### src/rtl/tcram_pkg.sv
package tcram_pkg;

    localparam int DATA_W = 64;
    localparam int ECC_W  = 8;
    localparam int BANK_W = 36;
    localparam int LANES  = 4;   // bytes per bank

    typedef enum logic [0:0] {ST_IDLE, ST_INIT} seq_st_e;

    typedef struct packed {
        logic rvalid;
        logic par_err;
        logic dec_err;
    } wrap_st_t;

    // Bank word: odd=0 takes even bytes and ECC[3:0]; odd=1 takes odd bytes and ECC[7:4].
    function automatic logic [BANK_W-1:0] bank_pack(input logic [DATA_W-1:0] d,
                                                    input logic [ECC_W-1:0]  e,
                                                    input logic              odd);
        logic [BANK_W-1:0] w;
        int                base;
        base = odd ? 8 : 0;
        w = '0;
        for (int k = 0; k < LANES; k++) begin
            w[8*k +: 8] = d[16*k + base +: 8];
        end
        w[35:32] = odd ? e[7:4] : e[3:0];
        return w;
    endfunction

    function automatic logic [DATA_W-1:0] bank_merge(input logic [BANK_W-1:0] even_w,
                                                     input logic [BANK_W-1:0] odd_w);
        logic [DATA_W-1:0] d;
        for (int k = 0; k < LANES; k++) begin
            d[16*k     +: 8] = even_w[8*k +: 8];
            d[16*k + 8 +: 8] = odd_w[8*k +: 8];
        end
        return d;
    endfunction

endpackage

### src/rtl/tcram_addr_dec.sv
module tcram_addr_dec #(
    parameter int ADDR_W = 4,
    parameter int DEPTH  = 12,
    parameter int STYLE  = 0
) (
    input  logic              req_ok,
    input  logic              we,
    input  logic [ADDR_W-1:0] addr,
    output logic              cs,
    output logic              ecc_sel
);
    localparam logic [ADDR_W:0] LIMIT = (ADDR_W+1)'(DEPTH);
    localparam logic [ADDR_W:0] TOP   = (ADDR_W+1)'(DEPTH - 1);

    logic in_range;

    generate
        if (STYLE == 0) begin : g_below
            assign in_range = ({1'b0, addr} < LIMIT);
        end else begin : g_not_above
            assign in_range = !({1'b0, addr} > TOP);
        end
    endgenerate

    assign cs      = req_ok && in_range;
    assign ecc_sel = cs && we;
endmodule

### src/rtl/tcram_init_seq.sv
module tcram_init_seq
    import tcram_pkg::*;
#(
    parameter int ADDR_W = 4,
    parameter int DEPTH  = 12
) (
    input  logic              clk,
    input  logic              rst_n,
    input  logic              start,
    output logic              busy,
    output logic [ADDR_W-1:0] addr,
    output logic              done
);
    localparam logic [ADDR_W-1:0] LAST = ADDR_W'(DEPTH - 1);

    typedef struct packed {
        seq_st_e           st;
        logic [ADDR_W-1:0] cnt;
        logic              done;
    } seq_t;

    seq_t s_q, s_d;

    always_comb begin
        s_d = s_q;
        unique case (s_q.st)
            ST_IDLE: begin
                if (start) begin
                    s_d.st   = ST_INIT;
                    s_d.cnt  = '0;
                    s_d.done = 1'b0;
                end
            end
            ST_INIT: begin
                if (s_q.cnt == LAST) begin
                    s_d.st   = ST_IDLE;
                    s_d.done = 1'b1;
                end else begin
                    s_d.cnt = s_q.cnt + 1'b1;
                end
            end
            default: s_d.st = ST_IDLE;
        endcase
    end

    always_ff @(posedge clk or negedge rst_n) begin
        if (!rst_n) begin
            s_q <= '{st: ST_IDLE, cnt: '0, done: 1'b0};
        end else begin
            s_q <= s_d;
        end
    end

    assign busy = (s_q.st == ST_INIT);
    assign addr = s_q.cnt;
    assign done = s_q.done;
endmodule

### src/rtl/tcram_err_cap.sv
module tcram_err_cap #(
    parameter int ADDR_W = 4
) (
    input  logic              clk,
    input  logic              rst_n,
    input  logic              evt,
    input  logic [ADDR_W-1:0] evt_addr,
    input  logic              clr,
    output logic              flag,
    output logic [ADDR_W-1:0] addr
);
    typedef struct packed {
        logic              flag;
        logic [ADDR_W-1:0] addr;
    } cap_t;

    cap_t c_q, c_d;

    always_comb begin
        c_d = c_q;
        if (clr) begin
            c_d.flag = 1'b0;
        end
        if (evt && (!c_q.flag || clr)) begin
            c_d.flag = 1'b1;
            c_d.addr = evt_addr;
        end
    end

    always_ff @(posedge clk or negedge rst_n) begin
        if (!rst_n) begin
            c_q <= '0;
        end else begin
            c_q <= c_d;
        end
    end

    assign flag = c_q.flag;
    assign addr = c_q.addr;
endmodule

### src/rtl/tcram_wrap.sv
module tcram_wrap
    import tcram_pkg::*;
#(
    parameter int                 ADDR_W    = 4,
    parameter int                 DEPTH     = 12,
    parameter logic [DATA_W-1:0]  INIT_DATA = 64'h0,
    parameter logic [ECC_W-1:0]   INIT_ECC  = 8'h0C
) (
    input  logic              clk,
    input  logic              rst_n,
    input  logic              cpu_req,
    input  logic              cpu_we,
    input  logic [ADDR_W-1:0] cpu_addr,
    input  logic              cpu_addr_par,
    input  logic [63:0]       cpu_wdata,
    input  logic [7:0]        cpu_wecc,
    output logic              cpu_ready,
    output logic              cpu_rvalid,
    output logic [63:0]       cpu_rdata,
    output logic [7:0]        cpu_recc,
    input  logic              evt_sbe,
    input  logic              evt_mbe,
    input  logic [ADDR_W-1:0] evt_addr,
    input  logic              clr_sbe,
    input  logic              clr_mbe,
    output logic              sbe_irq,
    output logic              mbe_irq,
    output logic [ADDR_W-1:0] sbe_addr,
    output logic [ADDR_W-1:0] mbe_addr,
    output logic              addr_par_err,
    output logic              dec_err,
    input  logic              init_start,
    output logic              init_done,
    output logic              b0_cs,
    output logic              b0_we,
    output logic              b0_ewe,
    output logic [ADDR_W-1:0] b0_addr,
    output logic [35:0]       b0_wdata,
    input  logic [35:0]       b0_rdata,
    output logic              b1_cs,
    output logic              b1_we,
    output logic              b1_ewe,
    output logic [ADDR_W-1:0] b1_addr,
    output logic [35:0]       b1_wdata,
    input  logic [35:0]       b1_rdata
);
    localparam int N_BANK = 2;

    logic              init_busy;
    logic [ADDR_W-1:0] init_addr;
    logic              par_ok, accept, req_ok;
    logic [N_BANK-1:0] dec_cs, dec_ecc;
    wrap_st_t          w_q, w_d;

    tcram_init_seq #(.ADDR_W(ADDR_W), .DEPTH(DEPTH)) u_seq (
        .clk   (clk),
        .rst_n (rst_n),
        .start (init_start),
        .busy  (init_busy),
        .addr  (init_addr),
        .done  (init_done)
    );

    // one decoder per bank, each built a different way
    generate
        for (genvar b = 0; b < N_BANK; b++) begin : g_dec
            tcram_addr_dec #(.ADDR_W(ADDR_W), .DEPTH(DEPTH), .STYLE(b)) u_dec (
                .req_ok  (req_ok),
                .we      (cpu_we),
                .addr    (cpu_addr),
                .cs      (dec_cs[b]),
                .ecc_sel (dec_ecc[b])
            );
        end
    endgenerate

    tcram_err_cap #(.ADDR_W(ADDR_W)) u_sbe (
        .clk (clk), .rst_n (rst_n), .evt (evt_sbe), .evt_addr (evt_addr),
        .clr (clr_sbe), .flag (sbe_irq), .addr (sbe_addr)
    );

    tcram_err_cap #(.ADDR_W(ADDR_W)) u_mbe (
        .clk (clk), .rst_n (rst_n), .evt (evt_mbe), .evt_addr (evt_addr),
        .clr (clr_mbe), .flag (mbe_irq), .addr (mbe_addr)
    );

    always_comb begin
        par_ok    = ~^{cpu_addr, cpu_addr_par};
        cpu_ready = !init_busy;
        accept    = cpu_req && cpu_ready;
        req_ok    = accept && par_ok;

        if (init_busy) begin
            b0_cs    = 1'b1;
            b0_we    = 1'b1;
            b0_ewe   = 1'b1;
            b0_addr  = init_addr;
            b0_wdata = bank_pack(INIT_DATA, INIT_ECC, 1'b0);
            b1_cs    = 1'b1;
            b1_we    = 1'b1;
            b1_ewe   = 1'b1;
            b1_addr  = init_addr;
            b1_wdata = bank_pack(INIT_DATA, INIT_ECC, 1'b1);
        end else begin
            b0_cs    = dec_cs[0];
            b0_we    = dec_cs[0] && cpu_we;
            b0_ewe   = dec_ecc[0];
            b0_addr  = cpu_addr;
            b0_wdata = bank_pack(cpu_wdata, cpu_wecc, 1'b0);
            b1_cs    = dec_cs[1];
            b1_we    = dec_cs[1] && cpu_we;
            b1_ewe   = dec_ecc[1];
            b1_addr  = cpu_addr;
            b1_wdata = bank_pack(cpu_wdata, cpu_wecc, 1'b1);
        end

        w_d.rvalid  = dec_cs[0] && dec_cs[1] && !cpu_we;
        w_d.par_err = accept && !par_ok;
        w_d.dec_err = (dec_cs[0] != dec_cs[1]) || (dec_ecc[0] != dec_ecc[1]);
    end

    always_ff @(posedge clk or negedge rst_n) begin
        if (!rst_n) begin
            w_q <= '0;
        end else begin
            w_q <= w_d;
        end
    end

    assign cpu_rvalid   = w_q.rvalid;
    assign cpu_rdata    = w_q.rvalid ? bank_merge(b0_rdata, b1_rdata) : '0;
    assign cpu_recc     = w_q.rvalid ? {b1_rdata[35:32], b0_rdata[35:32]} : '0;
    assign addr_par_err = w_q.par_err;
    assign dec_err      = w_q.dec_err;
endmodule

### config.mk
export PLATFORM = sky130hd
export DESIGN_NAME = tcram_wrap
export DESIGN_NICKNAME = d
export VERILOG_FILES = /design/src/rtl/tcram_pkg.sv /design/src/rtl/tcram_addr_dec.sv /design/src/rtl/tcram_init_seq.sv /design/src/rtl/tcram_err_cap.sv /design/src/rtl/tcram_wrap.sv
export SDC_FILE = /design/constraint.sdc
export NUM_CORES = 1
export LEC_CHECK = 0
export ABC_CLOCK_PERIOD_IN_PS = 4200
export BUFFER_PORTS_ARGS = -buffer_cell sky130_fd_sc_hd__buf_2
export CAP_MARGIN = 20
export CORE_AREA = 2 2 128 130
export DETAILED_ROUTE_END_ITERATION = 8
export DIE_AREA = 0 0 130 132
export SYNTH_ARGS = -nofsm -noshare
export SYNTH_HDL_FRONTEND = slang
export SYNTH_SLANG_ARGS = --single-unit
### constraint.sdc
create_clock -name clk -period 4.2 [get_ports clk]
set_clock_uncertainty 0.2 [all_clocks]
set_input_delay 0.63 -clock clk [delete_from_list [all_inputs] [get_ports clk]]
set_output_delay 0.63 -clock clk [all_outputs]
set_load 0.05 [all_outputs]
**Word level (Yosys, flattened, before mapping)**

Index checks and enable logic that the tools add are counted.

- Reduce and logical (&&, ||, !) cells: 25
- Shifts and indexed selects: 0
- Equality and inequality tests: 6
- Multipliers: 0
- Div/mod/pow operators: 0
- Muxes and demuxes: 18
- Bitwise operators: 1
- Order comparisons: 2
- Add/subtract/negate cells: 1

Operators with widths:

| operator | count |
|---|---|
| two-way mux 36 bit | 2 |
| two-way mux 64 bit | 1 |
| case mux 6 bit (2 select lines) | 1 |
| logical AND 1 bit | 11 |
| two-way mux 5 bit | 2 |
| two-way mux 1 bit | 8 |
| two-way mux 4 bit | 2 |
| two-way mux 8 bit | 1 |
| zero test 1 bit | 6 |
| two-way mux 6 bit | 1 |
| != test 2 bit, second input constant | 3 |
| XNOR reduction 5 bit | 1 |
| adder 4 x 1 -> 4 bit, second input constant | 1 |
| == test 4 bit, second input constant | 1 |
| > comparator 4 bit, second input constant | 1 |
| less-than comparator 4 bit, second input constant | 1 |
| AND reduction 2 bit | 2 |
| nonzero test 2 bit | 2 |
| logical OR 1 bit | 3 |
| != test 1 bit | 2 |
| NOT 1 bit | 1 |

- Output and inout bits: 173
- Bits of input ports: 162
- Memory bits (writable): 0
- Memories kept: 0
- Latch bits: 0
- ROM bits: 0
- Bits in registers: 19

**Depth between registers and ports, before layout**

Gate-level depths: netlist of the first run.

- Depth after elaboration: 7
- Mapped depth: 5
- Mapped depth without buffers: 4

**By module**

Synthesis of the first run repeated with hierarchy kept, for this count alone.

- Cells, all modules: 248
- Area total of the unflattened synthesis: 2,024.4 um2

By module, submodules not included:

| module | times used | cells each | area an instance (um2) |
|---|---|---|---|
| tcram_wrap | 1 | 190 | 1,247.4 |
| tcram_err_cap | 2 | 12 | 217.7 |
| tcram_init_seq | 1 | 30 | 306.5 |
| tcram_addr_dec | 2 | 2 | 17.5 |

**Least setup slack after synthesis of the first run**

OpenSTA, ideal clock, no wires.

- Path type: input -> output
- Start point: input cpu_addr[0]
- End point: output b0_we
- Data arrival time: 2,191 ps
- Slack: 1,179 ps
- Stages: 4
- Required time: 3,370 ps
- Cell sequence: xnor3_2 > mux2_4 > o21ai_2 > buf_4

- Cells in the longest elaborated chain, start to end: 5
- Elaborated cells between the ends (all ways): 6
- Classes of those cells: 1 x order compare; 1 x mux; 4 x reduce/logical

Ends and longest elaborated chain:

| element | line | text |
|---|---|---|
| from (decl) | tcram_wrap.sv:13 | `input logic [ADDR_W-1:0] cpu_addr,` |
| parallel branches: the longest is 2 deep, another holds less-than comparator 4 bit | n/a |  |
| logical AND 1 bit (*) | tcram_addr_dec.sv:25 | `assign cs = req_ok && in_range;` |
| logical AND 1 bit (*) | n/a |  |
| two-way mux 1 bit (*) | n/a |  |
| to (decl) | tcram_wrap.sv:35 | `output logic b0_we,` |

Mark *: on every way between the ends.

**Worst setup path after layout of the first run**

- Start point: input cpu_addr[0]
- End point: output b0_we

- Cells in the longest elaborated chain, start to end: 5
- Elaborated cells between the ends (all ways): 6
- Classes of those cells: 1 x order compare; 1 x mux; 4 x reduce/logical

Ends and longest elaborated chain:

| element | line | text |
|---|---|---|
| parallel branches: the longest is 2 deep, another holds less-than comparator 4 bit | n/a |  |
| logical AND 1 bit (*) | tcram_addr_dec.sv:25 |  |
| logical AND 1 bit (*) | tcram_wrap.sv:106 | `b0_we = dec_cs[0] && cpu_we;` |
| two-way mux 1 bit (*) | tcram_wrap.sv:93 | `if (init_busy) begin` |

Marks and branches as above.

==> impl_metrics.env, run 1 <==
export IMPL_postCtsSetupBuffers=0
export IMPL_ys_warn_count=0
export IMPL_die_h_um=132
export IMPL_die_w_um=130
export IMPL_crit_path_end_kind="primary output"
export IMPL_ys_top_cells_by_area="dfrtp_1 25%, and2_1 23%, nor2b_1 23%"
export IMPL_yosys_area_top_type="dfrtp_1"
export IMPL_rows=46
export IMPL_max_stage_delay_ps=440
export IMPL_dieArea_um2=17200
export IMPL_hold_path_class="in -> async"
export IMPL_cts_sinks=19
export IMPL_cp_cell_sequence="buf_2, xnor3_2, mux2_4, o21ai_2, buf_2"
export IMPL_ys_flop_type="dfrtp_1"
export IMPL_critPathLaunch="cpu_addr[0]"
export IMPL_cts_tree="done"
export IMPL_io_buffers=334
export IMPL_drt_initial_drc_count=57
export IMPL_max_slew_margin_rel=0.443
export IMPL_ctsResizeCount=0
export IMPL_start_util=0.123
export IMPL_firstDrtPassIters=4
export IMPL_p_per_area_nw_per_um2=546
export IMPL_setup_slack_ps=1390
export IMPL_path_common_cell="buf_2"
export IMPL_arrival_ps=1980
export IMPL_drc=0
export IMPL_synth_most_common_cell="and2_1"
export IMPL_wl_mm=9.68
export IMPL_rsz0062_at_grt="no"
export IMPL_pin_count=335
export IMPL_clk_latency_ps=250
export IMPL_finalNetCount=720
export IMPL_vias_per_cell=3.53
export IMPL_status="complete, no violations"
export IMPL_place_inst=768
export IMPL_period_needed_ps=2810
export IMPL_drive_gt1_frac=0.651
export IMPL_worstPathRequired_ps=3370
export IMPL_syn_nets=406
export IMPL_synth_top_area_share=0.247
export IMPL_synth_cells=243
export IMPL_holdWs_ps=116
export IMPL_clockBufferDepth=2
export IMPL_rr_startpoint="u_seq.busy"
export IMPL_timing_fmax_mhz=356
export IMPL_ant_nets=0
export IMPL_final_cell_area_um2=3840
export IMPL_synth_edf_count=0
export IMPL_postSynthAreaPerCell_um2=7.93
export IMPL_grt_pass1_wl_mm=13.7
export IMPL_clkTransAtPathRegs_ps=60
export IMPL_detailed_place_hpwl_mm=8.54
export IMPL_grt_usage=0.101
export IMPL_drv_slew=0
export IMPL_place_gp_congestion=0.883
export IMPL_path_depth=5
export IMPL_setup_viol=0
export IMPL_syn_to_final_growth_pct=99.2
export IMPL_total_power_mw=2.10
export IMPL_vias=2727
export IMPL_grt_max_degree=74
export IMPL_synth_common_cells="72 x and2_1, 70 x nor2b_1, 19 x dfrtp_1"
export IMPL_first_global_vias=2603
export IMPL_coreArea_um2=15700
export IMPL_final_instance_count_excl_fill=773
export IMPL_ys_ff_latch=19
export IMPL_pre_cts_ws_ps=1380
export IMPL_vdd_drop_max_mv=0.431
export IMPL_path_buf_inv=2
export IMPL_clock_root_buffer="clkbuf_16"
export IMPL_critPathLaunchType="input pin"
export IMPL_route_detailed_wl_per_inst_um=12.5
export IMPL_grt_overflow_total=0
export IMPL_placed_area_um2=3750
export IMPL_tns_ps=0
export IMPL_yosysSeqAreaShare=0.247
export IMPL_cts_htree_levels=1
export IMPL_r2r_cells=3
export IMPL_p_leak_nw=2.31
export IMPL_final_util=0.244
export IMPL_crit_slowest_cell="xnor3_2"
export IMPL_synth_cell_type_count=28
export IMPL_crit_fanout=4
export IMPL_cts_made_buffers=3
export IMPL_cap_viol_max_count=0
export IMPL_timing_final_crit_share=0.668
export IMPL_antenna_found_initial=2
export IMPL_hold_violations=0
export IMPL_async_flop_share=1.00
export IMPL_critPathKind="in -> out"
export IMPL_worst_pin_slew_ps=836
export IMPL_synth_area_um2=1930
export IMPL_ctsHoldBuffers=0
export IMPL_critical_path_top_delay_family="XOR/XNOR gates"
layer usage:
metal | vias to the layer above | global-route usage | wire length (um) | share of wire
met1 | 1163 | 0.119 | 3830 | 0.40
li1 | 1366 | - | - | -
met4 | 2 | 0.0155 | 82 | 0.0085
met3 | 6 | 0.0231 | 948 | 0.098
met2 | 190 | 0.188 | 4810 | 0.50
met5 | - | 0 | 13 | 0.0013
layout by cell type (no fill, tap or decap), drive strengths merged, types with 2 or more instances in the layout:
cell type,netlist,final
xnor2,3,3
nor2b,70,70
or2,3,3
dfrtp,19,19
nor2,3,3
mux2,13,13
clkbuf,17,3
nand2,7,7
inv,3,3
o21ai,5,5
mux2i,2,2
nand2b,4,4
o22ai,3,3
buf,9,335
and2,72,72
path summary, 6_finish.rpt:
| kind | end | slack, ps |
|---|---|---|
| min reg2reg | u_mbe.addr[2] | 300 |
| min in group clk | u_mbe.addr[2] | 300 |
| max | b0_we | 1390 |
| min | dec_err | 120 |
| max reg2reg | addr_par_err | 2440 |
| max in group asynchronous | cpu_rvalid | 3350 |
state kept, by name, indices dropped and copies added, names as in the netlist:
signal        count
addr_par_err      1
cpu_rvalid        1
dec_err           1
u_mbe.addr        4
u_mbe.flag        1
u_sbe.addr        4
u_sbe.flag        1
u_seq.addr        4
u_seq.busy        1
u_seq.done        1
power by group:
part | internal, mW | switching (mW) | leakage [nW] | total [mW]
sequential | 0.227 | 0.0829 | 0.220 | 0.310
clock | 0.129 | 0.0691 | 0.0371 | 0.198
combinational | 0.376 | 1.21 | 2.05 | 1.59
total | 0.732 | 1.36 | 2.31 | 2.10
final cells by class:
cell class | instances | area [um2]
inverters | 3 | 11.3
fillers | 1745 | 11900
diodes | 1 | 2.50
clock buffers | 3 | 75.1
well taps | 216 | 270
clock inverters | 1 | 7.51
multi-input cells | 195 | 1310
flip-flops and latches | 19 | 478
repair buffers | 335 | 1680
cells by family after synthesis:
group           Yosys count  synth area share
buf+inv                  29            0.0714
fa+ha+maj                 1           0.00649
simple gates            163             0.519
other cells               1           0.00195
xor+xnor                  5            0.0305
mux                      15            0.0883
compound gates           10            0.0351
flops                    19             0.247
Note: power is estimated with default switching activity, not from simulation.
==> run 2: changes to the inputs <==
ABC_CLOCK_PERIOD_IN_PS = 2700   (was 4200)
CORE_AREA = 2 2 129 131   (was 2 2 128 130)
DIE_AREA = 0 0 131 133   (was 0 0 130 132)
clock period = 2.7 ns   (was 4.2 ns; I/O delays follow)
==> impl_metrics.env, run 2 (same netlist as run 1, synthesis figures left out) <==
export IMPL_rsz0062_at_grt="no"
export IMPL_grt_pass1_wl_mm=15.5
export IMPL_hold_path_class="in -> reg"
export IMPL_vias=2760
export IMPL_postCtsSetupBuffers=0
export IMPL_drt_initial_drc_count=65
export IMPL_cts_made_buffers=3
export IMPL_clockBufferDepth=2
export IMPL_arrival_ps=1830
export IMPL_critPathKind="in -> out"
export IMPL_cts_htree_levels=1
export IMPL_finalNetCount=724
export IMPL_sw_frac_of_total=0.650
export IMPL_period_needed_ps=2440
export IMPL_setup_viol=0
export IMPL_p_per_area_nw_per_um2=853
export IMPL_dieArea_um2=17400
export IMPL_hold_violations=0
export IMPL_grt_overflow_total=0
export IMPL_syn_to_final_growth_pct=102
export IMPL_crit_path_end_kind="primary output"
export IMPL_drc=0
export IMPL_pin_count=335
export IMPL_num_antenna_cells=0
export IMPL_drive_gt1_frac=0.652
export IMPL_start_util=0.119
export IMPL_layout_commonest_cell="buf_2"
export IMPL_drv_slew=0
export IMPL_p_switching_mw=2.15
export IMPL_clk_latency_ps=250
export IMPL_vias_per_cell=3.54
export IMPL_final_instance_count_excl_fill=780
export IMPL_rr_startpoint="u_seq.busy"
export IMPL_r2r_end="cpu_rvalid"
export IMPL_final_cell_mix="334 x buf_2, 72 x and2_1, 70 x nor2b_1, 17 x dfrtp_1, 12 x mux2_2"
export IMPL_critPathLaunchType="input pin"
export IMPL_r2r_slack_ps=1110
export IMPL_vdd_drop_max_mv=0.472
export IMPL_crit_fanout=4
export IMPL_setup_slack_ps=265
export IMPL_final_util=0.240
export IMPL_status="complete, no violations"
export IMPL_rows=47
export IMPL_pwr_share_comb=0.771
export IMPL_holdCritStartpoint="cpu_we"
export IMPL_detailed_place_hpwl_mm=10.4
export IMPL_coreArea_um2=16200
export IMPL_holdWs_ps=136
export IMPL_die_w_um=131
export IMPL_die_h_um=133
export IMPL_r2r_cells=3
export IMPL_pre_cts_ws_ps=243
export IMPL_wl_mm=11.6
export IMPL_first_global_vias=2560
export IMPL_place_gp_congestion=0.842
export IMPL_firstDrtPassIters=4
export IMPL_total_power_mw=3.31
export IMPL_holdPathStages=2
export IMPL_cts_sinks=19
export IMPL_route_detailed_wl_per_inst_um=14.9
export IMPL_ant_nets=0
export IMPL_timing_final_crit_share=0.902
export IMPL_power_frac_seq=0.135
export IMPL_place_inst=775
export IMPL_worstPathRequired_ps=2100
export IMPL_grt_max_degree=58
export IMPL_p_leak_nw=2.33
export IMPL_cap_viol_max_count=0
export IMPL_cts_tree="done"
export IMPL_timing_fmax_mhz=411
export IMPL_clock_root_buffer="clkbuf_16"
export IMPL_antenna_found_initial=1
export IMPL_internal_power_mw=1.16
export IMPL_ctsResizeCount=0
export IMPL_io_buffers=334
export IMPL_final_cell_area_um2=3880
export IMPL_hold_end="cpu_rvalid"
export IMPL_grt_usage=0.121
export IMPL_p_clk_frac=0.094
export IMPL_tns_ps=0
export IMPL_clkTransAtPathRegs_ps=60
export IMPL_placed_area_um2=3790
[run 2: cell types whose count changed in the layout (fill, tap and decap cells not counted)]
cell           change
buf_12             +1
diode_2            -1
buf_4              +2
dlygate4sd3_1      +1
[run 2: routing by layer]
metal	global-route usage	vias up	share of wire
li1	-	1368	-
met3	0.0497	4	0.14
met4	0.0160	2	0.0034
met5	0	-	0.0011
met1	0.126	1189	0.35
met2	0.231	197	0.51
[run 2: timing repair]
| action | in CTS | in global routing |
|---|---|---|
| hold buffers | 1 | 0 |
| hold endpoints to repair | 19 | 0 |
| endpoints found under the setup margin | 0 | 0 |
[run 2: worst max path at each step]
stage                      startpoint      to  slack, ps  cells after the start
after global placement    cpu_addr[0]  b1_ewe        270                      5
final                     cpu_addr[0]  b1_ewe        260                      5
after global routing      cpu_addr[0]  b1_ewe        220                      5
after floorplan           cpu_addr[0]   b0_we        130                      4
after CTS                 cpu_addr[0]  b1_ewe        240                      5
after detailed placement  cpu_addr[0]  b1_ewe        240                      5
[run 2: power by group through the flow]
| stage | registers (mW) | logic (mW) | clock network, mW |
|---|---|---|---|
| after CTS | 0.449 | 2.58 | 0.325 |
| after detailed placement | 0.453 | 2.57 | 0 |
| after floorplan | 0.512 | 1.94 | 0 |
| final | 0.447 | 2.55 | 0.312 |
| after global placement | 0.453 | 2.56 | 0 |
| after global routing | 0.463 | 2.68 | 0.331 |
[run 2: area by class of cell]
| type | instances | area, um2 |
|---|---|---|
| clock buffer | 3 | 75.1 |
| clock inverter | 1 | 7.51 |
| fill | 1810 | 12300 |
| inverter | 3 | 11.3 |
| multi-input combinational | 195 | 1310 |
| sequential | 19 | 478 |
| tap | 220 | 275 |
| timing repair buffer | 339 | 1720 |
[run 2: worst max-delay path, cell delays in order]
cell	delay (ps)
buf_2	90
xnor3_2	480
mux2_4	380
o21ai_2	190
buf_2	290
==> run 3: changes to the inputs <==
BUFFER_PORTS_ARGS = not set   (was -buffer_cell sky130_fd_sc_hd__buf_2)
CORE_AREA = 2 2 130 132   (was 2 2 129 131)
DIE_AREA = 0 0 132 134   (was 0 0 131 133)
DONT_BUFFER_PORTS = 1   (was not set)
==> impl_metrics.env, run 3 (same netlist as run 1, synthesis figures left out) <==
export IMPL_fillers=1834
export IMPL_cap_viol_max_count=0
export IMPL_route_detailed_wl_per_inst_um=19.5
export IMPL_clk_latency_ps=250
export IMPL_cts_tree="done"
export IMPL_wl_mm=10.2
export IMPL_critPathKind="in -> out"
export IMPL_firstDrtPassIters=4
export IMPL_cts_sinks=19
export IMPL_final_cell_mix="72 x and2_1, 72 x buf_4, 70 x nor2b_1, 17 x dfrtp_1, 12 x mux2_2"
export IMPL_rows=47
export IMPL_grt_overflow_total=0
export IMPL_ctsResizeCount=0
export IMPL_period_needed_ps=2240
export IMPL_tns_ps=0
export IMPL_cp_cell_sequence="xnor3_2, mux2_4, o21ai_2, buf_12"
export IMPL_antenna_found_initial=7
export IMPL_clockBufferDepth=2
export IMPL_grt_pass1_wl_mm=13.3
export IMPL_hold_violations=0
export IMPL_clkTransAtPathRegs_ps=50
export IMPL_placed_area_um2=2720
export IMPL_max_slew_margin_rel=0.453
export IMPL_worstPathRequired_ps=2100
export IMPL_cts_made_buffers=3
export IMPL_start_util=0.118
export IMPL_p_per_area_nw_per_um2=1160
export IMPL_timing_final_crit_share=0.831
export IMPL_arrival_ps=1640
export IMPL_dieArea_um2=17700
export IMPL_ant_nets=0
export IMPL_final_util=0.173
export IMPL_drive_gt1_frac=0.344
export IMPL_timing_fmax_mhz=446
export IMPL_crit_slowest_cell="xnor3_2"
export IMPL_drc=0
export IMPL_die_w_um=132
export IMPL_vdd_drop_max_mv=0.939
export IMPL_syn_to_final_growth_pct=46.4
export IMPL_die_h_um=134
export IMPL_hold_path_class="in -> reg"
export IMPL_ctsHoldBuffers=1
export IMPL_pin_count=335
export IMPL_status="complete, no violations"
export IMPL_place_gp_congestion=0.847
export IMPL_detailed_place_hpwl_mm=9.20
export IMPL_clock_root_buffer="clkbuf_16"
export IMPL_final_cell_area_um2=2820
export IMPL_vias_per_cell=3.62
export IMPL_holdWs_ps=10.7
export IMPL_coreArea_um2=16300
export IMPL_max_stage_delay_ps=450
export IMPL_finalNetCount=463
export IMPL_vias=1897
export IMPL_grt_usage=0.103
export IMPL_worst_pin_slew_ps=818
export IMPL_cts_htree_levels=1
export IMPL_grt_max_degree=74
export IMPL_p_leak_nw=1.22
export IMPL_io_buffers=0
export IMPL_crit_path_end_kind="primary output"
export IMPL_setup_viol=0
export IMPL_critPathLaunchType="input pin"
export IMPL_drt_initial_drc_count=56
export IMPL_rsz0062_at_grt="no"
export IMPL_postCtsSetupBuffers=0
export IMPL_first_global_vias=1793
export IMPL_crit_fanout=4
export IMPL_drv_slew=0
run 3: changes by cell type in the layout (fill, tap and decap cells not counted), sizes merged:
| cell | previous run | this run |
|---|---|---|
| clkbuf | 3 | 4 |
| buf | 338 | 77 |
| diode | 0 | 5 |
| clkinvlp | 1 | 0 |
run 3: power breakdown:
| group | switching, mW | internal (mW) |
|---|---|---|
| combinational | 1.80 | 0.609 |
| sequential | 0.205 | 0.353 |
| clock | 0.0966 | 0.200 |
| total | 2.10 | 1.16 |
run 3: path summary, 6_finish.rpt:
path | from | to | slack (ps) | cells after the start
max | cpu_addr[0] | b0_cs | 460 | 4
max in group asynchronous | rst_n | cpu_rvalid | 1240 | 1
min in group asynchronous | rst_n | u_seq.done | 500 | 1
min | cpu_we | cpu_rvalid | 10 | 1
max reg2reg | u_mbe.flag | u_mbe.addr[1] | 1060 | 3
min reg2reg | u_seq.addr[2] | u_seq.addr[2] | 420 | 2
run 3: routing by layer:
layer,part of all wire,up-vias,global-route usage
met5,0.0013,-,0
met4,0.013,2,0.0193
met3,0.12,10,0.0416
met2,0.54,205,0.207
met1,0.32,828,0.0984
li1,-,852,-
run 3: metrics by stage:
| stage | total power, mW | std cells | setup slack, ps |
|---|---|---|---|
| 2_1_floorplan | 2.45 | 243 | 129 |
| 3_3_place_gp | 2.98 | 514 | 430 |
| 3_5_place_dp | 2.99 | 514 | 423 |
| 4_1_cts | 3.30 | 519 | 418 |
| 5_1_grt | 3.41 | 524 | 401 |
| 6_report | 3.26 | 524 | 455 |
run 3: area by class of cell:
class | instances | area, um2 | area share
Antenna cell | 5 | 12.5 | 0.00444
Clock buffer | 4 | 78.8 | 0.0280
Inverter | 3 | 11.3 | 0.00399
Multi-Input combinational cell | 195 | 1310 | 0.466
Sequential cell | 19 | 478 | 0.169
Tap cell | 220 | 275 | 0.0976
Timing Repair Buffer | 78 | 651 | 0.231
run 3: critical path, delay by kind of cell:
family                 cells  cell delay (ps)
multiplexers               1              370
AO/OA/AOI/OAI              1              200
buffers and inverters      1              200
XOR/XNOR                   1              450
